File: src/rtl/mdio_sect_pkg.sv
package mdio_sect_pkg;
  localparam int PORTS  = 8;
  localparam int CHANS  = 2;
  localparam int DATA_W = 16;
  localparam int ADDR_W = 5;
  localparam int PORT_W = $clog2(PORTS);
  localparam int GROUP  = PORTS / CHANS;
  localparam int PRE_LEN = 32;
  localparam int INT_EN_BIT = 1;

  localparam logic [ADDR_W-1:0] REG_CTRL     = ADDR_W'(0);
  localparam logic [ADDR_W-1:0] REG_INT_CFG  = ADDR_W'(18);
  localparam logic [ADDR_W-1:0] REG_INT_STAT = ADDR_W'(19);

  typedef enum logic [2:0] {
    S_IDLE, S_START, S_HDR, S_TA, S_DATA
  } frameState_t;

  typedef struct packed {
    logic              rdEn;
    logic              wrEn;
    logic [PORT_W-1:0] port;
    logic [ADDR_W-1:0] regAddr;
    logic [DATA_W-1:0] wrData;
  } mdioStrobe_t;
endpackage

File: src/rtl/mdio_chan_ctrl.sv
module mdio_chan_ctrl
  import mdio_sect_pkg::*;
#(
  parameter int                CHAN      = 0,
  parameter logic [ADDR_W-1:0] BASE_ADDR = '0
) (
  input  logic              clk,
  input  logic              rstN,
  input  logic              chanEn,
  input  logic              sectionMode,
  input  logic              mdcIn,
  input  logic              mdioIn,
  input  logic [DATA_W-1:0] rdData,
  output mdioStrobe_t       strb,
  output logic              mdioOut,
  output logic              mdioOe
);
  localparam logic [ADDR_W-1:0] PORT_LIM = ADDR_W'(PORTS);
  localparam logic [PORT_W-1:0] GRP_LIM  = PORT_W'(GROUP);
  localparam int                PRE_W    = $clog2(PRE_LEN) + 1;
  localparam logic [PRE_W-1:0]  PRE_FULL = PRE_W'(PRE_LEN);

  logic [2:0] mdcSync;
  logic [1:0] dinSync;
  logic       rise, bitIn;

  frameState_t       state;
  logic [PRE_W-1:0]  preCnt;
  logic [3:0]        cnt;
  logic [10:0]       hdrSh;
  logic [DATA_W-1:0] dataSh;
  logic              isWrite, hitQ;
  logic [PORT_W-1:0] portQ;
  logic [ADDR_W-1:0] regQ;

  logic [11:0]       hdrWord;
  logic [1:0]        opCode;
  logic [ADDR_W-1:0] phyAddr, regAddr, idx;
  logic [PORT_W-1:0] portIdx;
  logic              inRange, hitNow, opRead, opWrite, decodeEdge;

  always_ff @(posedge clk or negedge rstN) begin
    if (!rstN) begin
      mdcSync <= '0;
      dinSync <= '1;
    end else begin
      mdcSync <= {mdcSync[1:0], mdcIn};
      dinSync <= {dinSync[0], mdioIn};
    end
  end

  assign rise  = mdcSync[1] & ~mdcSync[2];
  assign bitIn = dinSync[1];

  assign hdrWord = {hdrSh, bitIn};
  assign opCode  = hdrWord[11:10];
  assign phyAddr = hdrWord[9:5];
  assign regAddr = hdrWord[4:0];
  assign idx     = phyAddr - BASE_ADDR;
  assign portIdx = idx[PORT_W-1:0];
  assign inRange = (phyAddr >= BASE_ADDR) && (idx < PORT_LIM);
  assign opRead  = (opCode == 2'b10);
  assign opWrite = (opCode == 2'b01);

  generate
    if (CHAN == 0) begin : g_lowGroup
      assign hitNow = inRange && (!sectionMode || portIdx < GRP_LIM);
    end else begin : g_highGroup
      assign hitNow = inRange && sectionMode && portIdx >= GRP_LIM;
    end
  endgenerate

  assign decodeEdge = rise && state == S_HDR && cnt == 4'd11;

  always_comb begin
    strb.rdEn    = chanEn && decodeEdge && opRead && hitNow;
    strb.wrEn    = chanEn && rise && state == S_DATA && cnt == 4'd15 && isWrite && hitQ;
    strb.port    = decodeEdge ? portIdx : portQ;
    strb.regAddr = decodeEdge ? regAddr : regQ;
    strb.wrData  = {dataSh[DATA_W-2:0], bitIn};
  end

  always_ff @(posedge clk or negedge rstN) begin
    if (!rstN) begin
      state   <= S_IDLE;
      preCnt  <= '0;
      cnt     <= '0;
      hdrSh   <= '0;
      dataSh  <= '0;
      isWrite <= 1'b0;
      hitQ    <= 1'b0;
      portQ   <= '0;
      regQ    <= '0;
      mdioOut <= 1'b1;
      mdioOe  <= 1'b0;
    end else if (!chanEn) begin
      state  <= S_IDLE;
      preCnt <= '0;
      mdioOe <= 1'b0;
    end else if (rise) begin
      case (state)
        S_IDLE: begin
          if (bitIn) begin
            if (preCnt != PRE_FULL) preCnt <= preCnt + 1'b1;
          end else begin
            if (preCnt == PRE_FULL) state <= S_START;
            preCnt <= '0;
          end
        end
        S_START: begin
          state <= bitIn ? S_HDR : S_IDLE;
          cnt   <= '0;
        end
        S_HDR: begin
          hdrSh <= hdrWord[10:0];
          cnt   <= cnt + 1'b1;
          if (cnt == 4'd11) begin
            cnt <= '0;
            if (opRead || opWrite) begin
              state   <= S_TA;
              isWrite <= opWrite;
              hitQ    <= hitNow;
              portQ   <= portIdx;
              regQ    <= regAddr;
              if (opRead && hitNow) dataSh <= rdData;
            end else begin
              state <= S_IDLE;
            end
          end
        end
        S_TA: begin
          cnt <= cnt + 1'b1;
          if (cnt == 4'd0) begin
            if (!isWrite && hitQ) begin
              mdioOe  <= 1'b1;
              mdioOut <= 1'b0;
            end
          end else begin
            state <= S_DATA;
            cnt   <= '0;
            if (!isWrite && hitQ) begin
              mdioOut <= dataSh[DATA_W-1];
              dataSh  <= {dataSh[DATA_W-2:0], 1'b0};
            end
          end
        end
        S_DATA: begin
          cnt <= cnt + 1'b1;
          if (isWrite) begin
            dataSh <= {dataSh[DATA_W-2:0], bitIn};
          end else begin
            mdioOut <= dataSh[DATA_W-1];
            dataSh  <= {dataSh[DATA_W-2:0], 1'b0};
          end
          if (cnt == 4'd15) begin
            state  <= S_IDLE;
            preCnt <= '0;
            mdioOe <= 1'b0;
          end
        end
        default: state <= S_IDLE;
      endcase
    end
  end
endmodule

File: src/rtl/mdio_port_regs.sv
module mdio_port_regs
  import mdio_sect_pkg::*;
(
  input  logic                         clk,
  input  logic                         rstN,
  input  logic                         sectionMode,
  input  logic                         mgmtDisable,
  input  logic [DATA_W-1:0]            strapCtrl,
  input  logic [PORTS-1:0]             statusEvent,
  input  mdioStrobe_t [CHANS-1:0]      strb,
  output logic [CHANS-1:0][DATA_W-1:0] rdData,
  output logic [CHANS-1:0]             intLow,
  output logic [PORTS*DATA_W-1:0]      ctrlOut
);
  logic [DATA_W-1:0] ctrlReg [PORTS];
  logic [DATA_W-1:0] intCfg  [PORTS];
  logic [PORTS-1:0]  flag;
  logic [PORTS-1:0]  clrFlag;
  logic              loaded;

  function automatic logic inGroup(input int c, input int p, input logic mode);
    if (c == 0) return !mode || (p < GROUP);
    else        return mode && (p >= GROUP);
  endfunction

  always_comb begin
    clrFlag = '0;
    for (int c = 0; c < CHANS; c++) begin
      for (int p = 0; p < PORTS; p++) begin
        if (strb[c].rdEn && strb[c].port == PORT_W'(p) && strb[c].regAddr == REG_INT_STAT)
          clrFlag[p] = 1'b1;
      end
    end
  end

  always_ff @(posedge clk or negedge rstN) begin
    if (!rstN) begin
      loaded <= 1'b0;
      flag   <= '0;
      for (int p = 0; p < PORTS; p++) begin
        ctrlReg[p] <= '0;
        intCfg[p]  <= '0;
      end
    end else begin
      loaded <= 1'b1;
      for (int p = 0; p < PORTS; p++) begin
        if (!loaded) ctrlReg[p] <= strapCtrl;
        for (int c = 0; c < CHANS; c++) begin
          if (strb[c].wrEn && strb[c].port == PORT_W'(p)) begin
            case (strb[c].regAddr)
              REG_CTRL:    ctrlReg[p] <= strb[c].wrData;
              REG_INT_CFG: intCfg[p]  <= strb[c].wrData;
              default:     ;
            endcase
          end
        end
        if (statusEvent[p])  flag[p] <= 1'b1;
        else if (clrFlag[p]) flag[p] <= 1'b0;
      end
    end
  end

  always_comb begin
    for (int c = 0; c < CHANS; c++) begin
      case (strb[c].regAddr)
        REG_CTRL:     rdData[c] = ctrlReg[strb[c].port];
        REG_INT_CFG:  rdData[c] = intCfg[strb[c].port];
        REG_INT_STAT: rdData[c] = {{(DATA_W-1){1'b0}}, flag[strb[c].port]};
        default:      rdData[c] = '0;
      endcase
    end
  end

  always_comb begin
    intLow = '0;
    for (int c = 0; c < CHANS; c++) begin
      for (int p = 0; p < PORTS; p++) begin
        if (flag[p] && intCfg[p][INT_EN_BIT] && inGroup(c, p, sectionMode))
          intLow[c] = 1'b1;
      end
    end
  end

  generate
    for (genvar p = 0; p < PORTS; p++) begin : g_ctrlOut
      assign ctrlOut[p*DATA_W +: DATA_W] = mgmtDisable ? strapCtrl : ctrlReg[p];
    end
  endgenerate
endmodule

File: src/rtl/mdio_sect_slave.sv
module mdio_sect_slave
  import mdio_sect_pkg::*;
#(
  parameter logic [ADDR_W-1:0] BASE_ADDR = '0
) (
  input  logic                    clk,
  input  logic                    rstN,
  input  logic                    sectionMode,
  input  logic                    mgmtDisable,
  input  logic                    powerDown,
  input  logic [DATA_W-1:0]       strapCtrl,
  input  logic [PORTS-1:0]        statusEvent,
  input  logic [CHANS-1:0]        mdcIn,
  input  logic [CHANS-1:0]        mdioIn,
  output logic [CHANS-1:0]        mdioOut,
  output logic [CHANS-1:0]        mdioOe,
  output logic [CHANS-1:0]        intLowOe,
  output logic [PORTS*DATA_W-1:0] ctrlOut
);
  mdioStrobe_t [CHANS-1:0]      strb;
  logic [CHANS-1:0][DATA_W-1:0] rdData;
  logic [CHANS-1:0]             chanEn;
  logic [CHANS-1:0]             chanOe;
  logic [CHANS-1:0]             intLow;

  generate
    for (genvar c = 0; c < CHANS; c++) begin : g_chan
      assign chanEn[c] = !mgmtDisable && !powerDown && ((c == 0) || sectionMode);
      mdio_chan_ctrl #(.CHAN(c), .BASE_ADDR(BASE_ADDR)) u_ctrl (
        .clk        (clk),
        .rstN       (rstN),
        .chanEn     (chanEn[c]),
        .sectionMode(sectionMode),
        .mdcIn      (mdcIn[c]),
        .mdioIn     (mdioIn[c]),
        .rdData     (rdData[c]),
        .strb       (strb[c]),
        .mdioOut    (mdioOut[c]),
        .mdioOe     (chanOe[c])
      );
    end
  endgenerate

  mdio_port_regs u_regs (
    .clk        (clk),
    .rstN       (rstN),
    .sectionMode(sectionMode),
    .mgmtDisable(mgmtDisable),
    .strapCtrl  (strapCtrl),
    .statusEvent(statusEvent),
    .strb       (strb),
    .rdData     (rdData),
    .intLow     (intLow),
    .ctrlOut    (ctrlOut)
  );

  assign mdioOe   = chanOe & ~{CHANS{powerDown}};
  assign intLowOe = intLow & ~{CHANS{powerDown}};
endmodule

File: config.mk
export PLATFORM = sky130hd
export DESIGN_NAME = mdio_sect_slave
export DESIGN_NICKNAME = d
export VERILOG_FILES = /design/src/rtl/mdio_sect_pkg.sv /design/src/rtl/mdio_chan_ctrl.sv /design/src/rtl/mdio_port_regs.sv /design/src/rtl/mdio_sect_slave.sv
export SDC_FILE = /design/constraint.sdc
export NUM_CORES = 1
export LEC_CHECK = 0
export BUFFER_PORTS_ARGS = -buffer_cell sky130_fd_sc_hd__buf_4
export CORE_ASPECT_RATIO = 1.2
export CORE_MARGIN = 1.5
export CORE_UTILIZATION = 35
export DETAILED_ROUTE_END_ITERATION = 6
export PLACE_DENSITY = 0.57
export SYNTH_ARGS = -nofsm -noshare
export SYNTH_HDL_FRONTEND = slang
export SYNTH_HIERARCHICAL = 1
export SYNTH_SLANG_ARGS = --single-unit
File: constraint.sdc
create_clock -name clk -period 3.5 [get_ports clk]
set_input_delay 0 -clock clk [delete_from_list [all_inputs] [get_ports clk]]
set_output_delay 0 -clock clk [all_outputs]
set_load 0.03 [all_outputs]
======== Yosys cells after proc, flatten, opt, wreduce, memory -nomap -nowiden ========
Index checks and enable logic that the tools add are counted.
word-level totals
  register bits after elaboration ......... 379
  input port bits ......................... 33
  output and inout bits ................... 134
  word-level logic and storage cells ...... 507
operators by class
  $add $sub $neg .......................... 4
  $lt $le $gt $ge ......................... 10
  equality and inequality tests ........... 72
  multiplexer cells ....................... 220
  bitwise logic cells ..................... 9
  reduce and logical (&&, ||, !) cells .... 141
operators by type and width
  cell                                                 count
  2-to-1 mux 16 bit                                    98
  binary-select mux 16 bit (select 3 bit)              4
  one-hot mux 16 bit (3 select lines)                  4
  logical AND 1 bit                                    95
  2-to-1 mux 1 bit                                     66
  2-to-1 mux 6 bit                                     10
  != test 3 bit, second input constant                 18
  2-to-1 mux 3 bit                                     16
  one-hot mux 4 bit (4 select lines)                   2
  equality test 3 bit, second input constant           10
  one-hot mux 3 bit (5 select lines)                   2
  AND reduction 5 bit                                  6
  equality test 3 x 2 -> 1 bit, second input constant  8
  != test 2 bit, second input constant                 12
  one-hot mux 6 bit (2 select lines)                   2
  equality test 5 bit, second input constant           4
  nonzero test 2 bit                                   10
  equality test 4 bit, second input constant           4
  2-to-1 mux 4 bit                                     4
  AND reduction 8 bit                                  2
  adder 6 x 1 -> 6 bit, second input constant          2
  equality test 3 x 1 -> 1 bit, second input constant  4
  equality test 6 bit, second input constant           2
  zero test 3 bit                                      4
  30 further kinds                                     67

======== Longest topological paths before layout ========
Gate-level depths: netlist of the first run.
  depth after elaboration ................. 14
  gate-level depth with buffers ........... 14
  mapped depth without buffers ............ 11

======== Modules after synthesis ========
Netlist of the first run, hierarchy kept.
by module, submodules not included
  module                              times used  cells an instance  area an instance (um^2)  sequential area each (um^2)
  mdio_port_regs                      1           2186               18869.3                  6631.4
  mdio_chan_ctrl at g_chan[1].u_ctrl  1           270                3210.6                   1430.1
  mdio_chan_ctrl at g_chan[0].u_ctrl  1           295                2949.1                   1430.1
  mdio_sect_slave                     1           6                  41.3                     0.0

======== Least setup slack after synthesis of the first run ========
Ideal clock, no wire load.
  path type ............................... register to register
  from .................................... register g_chan[1].u_ctrl.cnt[0]
  to ...................................... register g_chan[1].u_ctrl.dataSh[10]
  library setup time ...................... 0.125 ns
  data arrival time ....................... 3.283 ns
  setup slack ............................. 0.092 ns
  cell stages (with the launch flop) ...... 12
  path through ............................ dfrtp_1 > ha_1 > and3b_2 > nand3_1 > mux2_2 > buf_2 > buf_1 > mux4_2 > mux2i_1 > o22ai_1 > mux2_2 > mux2_2
RTL lines
  item                    line                   RTL
  start, declared         mdio_chan_ctrl.sv:29   logic [3:0] cnt;
  start signal, assigned  mdio_chan_ctrl.sv:116  cnt <= cnt + 1'b1;
  start signal, assigned  mdio_chan_ctrl.sv:132  cnt <= cnt + 1'b1;
  start signal, assigned  mdio_chan_ctrl.sv:148  cnt <= cnt + 1'b1;
  end signal, assigned    mdio_chan_ctrl.sv:125  if (opRead && hitNow) dataSh <= rdData;
  end signal, assigned    mdio_chan_ctrl.sv:143  dataSh <= {dataSh[DATA_W-2:0], 1'b0};
  end signal, assigned    mdio_chan_ctrl.sv:150  dataSh <= {dataSh[DATA_W-2:0], bitIn};
  end, declared           mdio_chan_ctrl.sv:31   logic [DATA_W-1:0] dataSh;

==> impl_metrics.toml, run 1 <==
[synth]
yosysTopAreaCell = "dfrtp_1"
syn-num-nets = 2802
synth.avg_cell_area_um2 = 9.093
synth_cell_types = 88
async_reset_ff_frac = 1.000
synth_top_flop_cell = "dfrtp_1"
synth_area_um2 = 25070
ys_top_cells_by_area = "dfrtp_1, mux4_2, nand2_1"
ys.warnings.count = 6
ys_seq_area_frac = 0.3786
ys_seq_elements = 379
synth.top_cell.area_share = 0.3723
synthCells = 2757
synth_edf_count = 0

[grt]
grt_antenna_before_repair = 0
grt_pass1_wl_mm = 140.8
overflow = 0
grt_use_total = 0.2508
grt_max_degree = 101
grt_pass1_vias = 22620

[clock_tree]
htreeDepth = 2
clkTransAtPathRegs_ns = 0.06
clock_latency_ns = 0.59
cts.sinks = 379
cts_tree = "done"
clockBufferDepth = 3
numCtsBuffers = 45
root_buffer = "clkbuf_16"

[timing]
fin_crit_sh = 0.9756
skew_ns = 0.03166
max_freq_mhz = 292.9
rsz0062_at_grt = "false"
fin_ws_ns = 0.08542
maxSlewHeadroom = 0.3176
layout_min_cycle_time_ns = 3.415
setup-tns-final_ns = 0
final_hold_viol_count = 0
tightest_slew_ns = 1.024
finalSetupViolCount = 0
finalMaxSlewViolations = 0

[floorplanning]
ios = 167
die-height_um = 296.2
die_area_um2 = 73250
rows = 107
die-width_um = 247.3
start_util = 0.3533
core_um2 = 70960

[layout]
diodes = 0
final_common_cell = "nand2_1"
layout_common_cells = "nand2_1, dfrtp_1, nor2_1"
nets = 2870
area_growth_pct = 16.65
fill_cells = 6909
drive_gt1_frac = 0.2316

[placement]
gp_congestion = 0.9295
dp_hpwl_mm = 63.73
io_buffer_count = 166
dp_slack_ns = -0.08324

[drt]
routed_wl_mm = 92.61
drtIter0Drc = 2279
drt_first_pass_iters = 6
post_drt_wl_per_cell_um = 24.47
vias = 22760
ant_nets = 0
vias_per_cell = 6.014
route.detailed.drc = 0

[status]
outcome = "completed"

[min_path]
hold_path.class = "in -> reg"

[worst_setup_path]
path_delay_family = "multiplexers"
cp_max_fo = 9
worstPathCellList = "ha_1 > and3b_2 > nand3_1 > buf_6 > mux2_4 > buf_4 > buf_4 > mux4_2 > mux2i_1 > o22ai_1 > mux2_2 > mux2_4"
path_class = "reg -> reg"
critPathMaxStageDelay_ns = 0.43
cp_num_buf_inv = 3
slowest_stage = "mux2i_1"
crit_path_end_kind = "flip-flop"
rrSetupSlack_ns = 0.09
crit_path_start_kind = "flip-flop"
cp.arrival_ns = 3.87
cp_data_required_time_ns = 3.96

[power]
powerDensity_nw_per_um2 = 368.9
p_leak_nw = 12.22
vdd_ir_drop_max_mv = 0.3419

[job]
maxCapViolations = 0
-- registers in the layout, indices dropped and copies added (netlist names), 4 cells and up --
signal	cells
u_regs/ctrlReg	128
u_regs/intCfg	128
g_chan.u_ctrl/dataSh	32
g_chan.u_ctrl/hdrSh	22
g_chan.u_ctrl/preCnt	12
g_chan.u_ctrl/regQ	10
g_chan.u_ctrl/cnt	8
u_regs/flag	8
g_chan.u_ctrl/mdcSync	6
g_chan.u_ctrl/portQ	6
g_chan.u_ctrl/state	6
g_chan.u_ctrl/dinSync	4
-- path summary, 6_finish.rpt --
kind / start / endpoint / cells after the start
min reg2reg: g_chan[1].u_ctrl/mdcSync[0]$_DFF_PN0_ / g_chan[1].u_ctrl/mdcSync[1]$_DFF_PN0_ / 0
max in group asynchronous: rstN / u_regs/intCfg[20]$_DFF_PN0_ / 3
min: mdioIn[0] / g_chan[0].u_ctrl/dinSync[0]$_DFF_PN1_ / 2
max reg2reg: g_chan[1].u_ctrl/cnt[0]$_DFFE_PN0P_ / g_chan[1].u_ctrl/dataSh[15]$_DFFE_PN0P_ / 12
max: g_chan[1].u_ctrl/cnt[0]$_DFFE_PN0P_ / g_chan[1].u_ctrl/dataSh[15]$_DFFE_PN0P_ / 12
min in group asynchronous: rstN / g_chan[1].u_ctrl/preCnt[0]$_DFFE_PN0P_ / 2
-- timing repair --
action	in CTS	in global routing
setup endpoints to repair	1	98
hold buffers	17	0
pin swaps	0	0
buffers inserted	0	11
gates resized for setup	1	9
hold endpoints to repair	119	0
-- final cells by class --
class | instances | area [um2] | share of cell area
Clock buffer | 69 | 1339 | 0.04578
Inverter | 147 | 551.8 | 0.01887
Multi-Input combinational cell | 1923 | 13730 | 0.4693
Tap cell | 926 | 1159 | 0.03962
Clock inverter | 11 | 108.9 | 0.003722
Sequential cell | 379 | 9495 | 0.3247
Timing Repair Buffer | 329 | 2865 | 0.09798
-- where the power goes --
part / total (W) / leakage [nW] / switching [W] / internal [W]
Sequential: 0.00475 / 4.98 / 0.000222 / 0.00453
Clock: 0.00473 / 0.717 / 0.00196 / 0.00277
Combinational: 0.00131 / 6.52 / 0.000792 / 0.000513
-- stage by stage --
step / total power, W / instance area, um2 / hold WS [ns] / instances / utilization
2_1_floorplan: 0.005516 / 25070 / -0.2956 / 2757 / -
3_3_place_gp: 0.006089 / 27500 / 0.1114 / 3676 / 0.3875
3_5_place_dp: 0.006105 / 27500 / 0.1108 / 3676 / 0.3875
4_1_cts: 0.01087 / 29120 / 0.05446 / 3773 / 0.4104
5_1_grt: 0.01117 / 29240 / 0.07293 / 3784 / 0.4122
6_report: 0.01079 / 29240 / 0.07922 / 3784 / 0.4122
-- synth_stat cells (5+ instances only) --
library cell	number
nor2_1	295
nand4_1	11
nor3_2	8
a21oi_1	11
mux2_2	77
dfstp_2	6
a31oi_1	142
clkbuf_1	153
o22ai_1	34
nand3b_1	5
o21bai_1	6
nand2_1	467
a211oi_1	130
o31ai_1	137
nand3_1	36
buf_6	8
mux4_2	132
inv_1	146
mux2_4	10
nor3b_1	6
a31o_1	5
ha_1	12
buf_2	50
nor2b_1	31
mux2i_1	66
o21ai_0	162
nand2b_1	18
nand4b_1	5
buf_4	35
dfrtp_1	373
buf_1	59
nor3_1	8
or4_1	10
nor4_2	17
-- cells by family after synthesis --
group,after synthesis,share of synthesized area
mux,286,0.1860
compound gates,660,0.1752
fa+ha+maj,12,0.005989
flops,379,0.3786
other cells,1,0.0001496
simple gates,962,0.1743
buf+inv,455,0.07910
xor+xnor,2,0.0006988
-- layer usage --
layer  share of wire  up-vias  global-route usage
met1            0.39    11280              0.3191
met5               0        -                   0
met2            0.48     1270              0.4124
li1                -     9965                   -
met3           0.081      248             0.03801
met4           0.048        0              0.1295
(Power assumes the default switching activity.)
==> run 2, diff against run 1 <==
CTS_BUF_LIST = sky130_fd_sc_hd__clkbuf_16   (was not set)
==> run 2 against run 1 <==
Compared with the run above:
- total power is 2.0% lower
- worst setup slack better by 0.011 ns
- critical path type unchanged
- wire length hardly changed
- via count is 0.17% higher
- sequential power hardly changed
- sequential share of layout area is 0.089 points higher
- global-route usage hardly changed
- first-iteration DRC count is 7.0% higher
- final cell count stayed put
- worst hold slack better by 0.0035 ns
- register-to-register slack hardly changed
- non-clock buffer count stayed put
==> impl_metrics.toml, run 2 (same netlist as run 1, synthesis figures left out) <==
[placement]
dp_hpwl_mm = 63.73
gp_congestion = 0.9295
io_buffer_count = 166
dp_slack_ns = -0.08324
dp_cells = 3676

[drt]
routed_wl_mm = 92.61
drt_first_pass_iters = 7
drtIter0Drc = 2438
post_drt_wl_per_cell_um = 24.47
vias_per_cell = 6.024
ant_nets = 0
route.detailed.drc = 0
vias = 22800

[timing]
fin_crit_sh = 0.9726
rsz0062_at_grt = "false"
maxSlewHeadroom = 0.3145
tightest_slew_ns = 1.028
layout_min_cycle_time_ns = 3.404
fin_ws_ns = 0.09594
finalMaxSlewViolations = 0
max_freq_mhz = 293.8
skew_ns = 0.03372
final_hold_viol_count = 0
setup-tns-final_ns = 0
finalSetupViolCount = 0

[clock_tree]
cts_tree = "done"
cts.sinks = 379
clkTransAtPathRegs_ns = 0.06
numCtsBuffers = 45
root_buffer = "clkbuf_16"
clockBufferDepth = 3
htreeDepth = 2
clock_latency_ns = 0.59

[worst_setup_path]
critPathMaxStageDelay_ns = 0.42
cp_data_required_time_ns = 3.95
crit_path_end_kind = "flip-flop"
cp_max_fo = 9
slowest_stage = "dfrtp_1"
rrSetupSlack_ns = 0.1
cp.arrival_ns = 3.86
path_class = "reg -> reg"
crit_path_start_kind = "flip-flop"
worstPathCellList = "ha_1 > and3b_2 > nand3_1 > buf_6 > mux2_4 > buf_4 > buf_4 > mux4_2 > mux2i_1 > o22ai_1 > mux2_2 > mux2_4"

[power]
p_leak_nw = 12.23
vdd_ir_drop_max_mv = 0.3419
powerDensity_nw_per_um2 = 362.5

[layout]
nets = 2870
area_growth_pct = 16.33
fin_cells = 3784
drive_gt1_frac = 0.2288
reg.largest.list = "u_regs/ctrlReg (128), u_regs/intCfg (128), g_chan.u_ctrl/dataSh (32)"
fin_util = 0.4110
layout_common_cells = "nand2_1, dfrtp_1, nor2_1"
final_common_cell = "nand2_1"
diodes = 0
fill_cells = 6922

[job]
maxCapViolations = 0

[grt]
grt_pass1_vias = 22640
grt_use_total = 0.2510
grt_max_degree = 101
overflow = 0
grt_antenna_before_repair = 0
grt_pass1_wl_mm = 140.9

[floorplanning]
die_area_um2 = 73250
core_um2 = 70960
rows = 107
ios = 167
die-height_um = 296.2
die-width_um = 247.3
start_util = 0.3533

[min_path]
hold_path.class = "in -> reg"

[status]
outcome = "completed"
## run 2: cell type report
cell class	instances	area, um2	area share
well taps	926	1159	0.03973
multi-input cells	1923	13730	0.4706
clock inverters	33	191.4	0.006564
flip-flops and latches	379	9495	0.3256
repair buffers	329	2865	0.09825
inverters	147	551.8	0.01892
clock buffers	47	1176	0.04033
## run 2: stage by stage
step                      total power (W)  hold slack [ns]  cell area (um2)
after floorplan                  0.005516          -0.2956            25070
after global placement           0.006089           0.1114            27500
after detailed placement         0.006105           0.1108            27500
after CTS                         0.01065          0.05570            29040
after global routing              0.01095          0.07361            29160
final                             0.01057          0.08275            29160
## run 2: final timing paths
check                                                 startpoint  cells past startpoint                                 endpoint
max in group asynchronous                                   rstN                      3              u_regs/intCfg[20]$_DFF_PN0_
min in group asynchronous                                   rstN                      2   g_chan[1].u_ctrl/preCnt[0]$_DFFE_PN0P_
hold reg to reg            g_chan[1].u_ctrl/mdcSync[0]$_DFF_PN0_                      0    g_chan[1].u_ctrl/mdcSync[1]$_DFF_PN0_
hold / removal                                         mdioIn[0]                      2    g_chan[0].u_ctrl/dinSync[0]$_DFF_PN1_
setup reg to reg             g_chan[1].u_ctrl/cnt[0]$_DFFE_PN0P_                     12  g_chan[1].u_ctrl/dataSh[15]$_DFFE_PN0P_
setup / recovery             g_chan[1].u_ctrl/cnt[0]$_DFFE_PN0P_                     12  g_chan[1].u_ctrl/dataSh[15]$_DFFE_PN0P_
## run 2: critical path, delay by kind of cell, from the launching register on
kind,cells,cell delay (ns)
simple gates,2,0.39
flops,1,0.42
mux,5,1.63
buf+inv,3,0.48
compound gates,1,0.13
fa+ha+maj,1,0.22
## run 2: layer usage
metal	share of wire	up-vias	GRT usage
li1	-	9966	-
met2	0.48	1211	0.4124
met1	0.39	11380	0.3196
met5	0	-	0
met4	0.047	0	0.1290
met3	0.077	237	0.03828
## run 2: power breakdown
group	internal [W]	switching (W)
Combinational	0.000513	0.000792
Sequential	0.00453	0.000221
Clock	0.00255	0.00196
Total	0.00759	0.00298
## run 2: what timing repair did
action,CTS,global route
buffers inserted,0,11
hold buffers,17,0
endpoints found under the hold margin,119,0
setup endpoints to repair,1,96
pin swaps,0,0
resized for setup,1,9
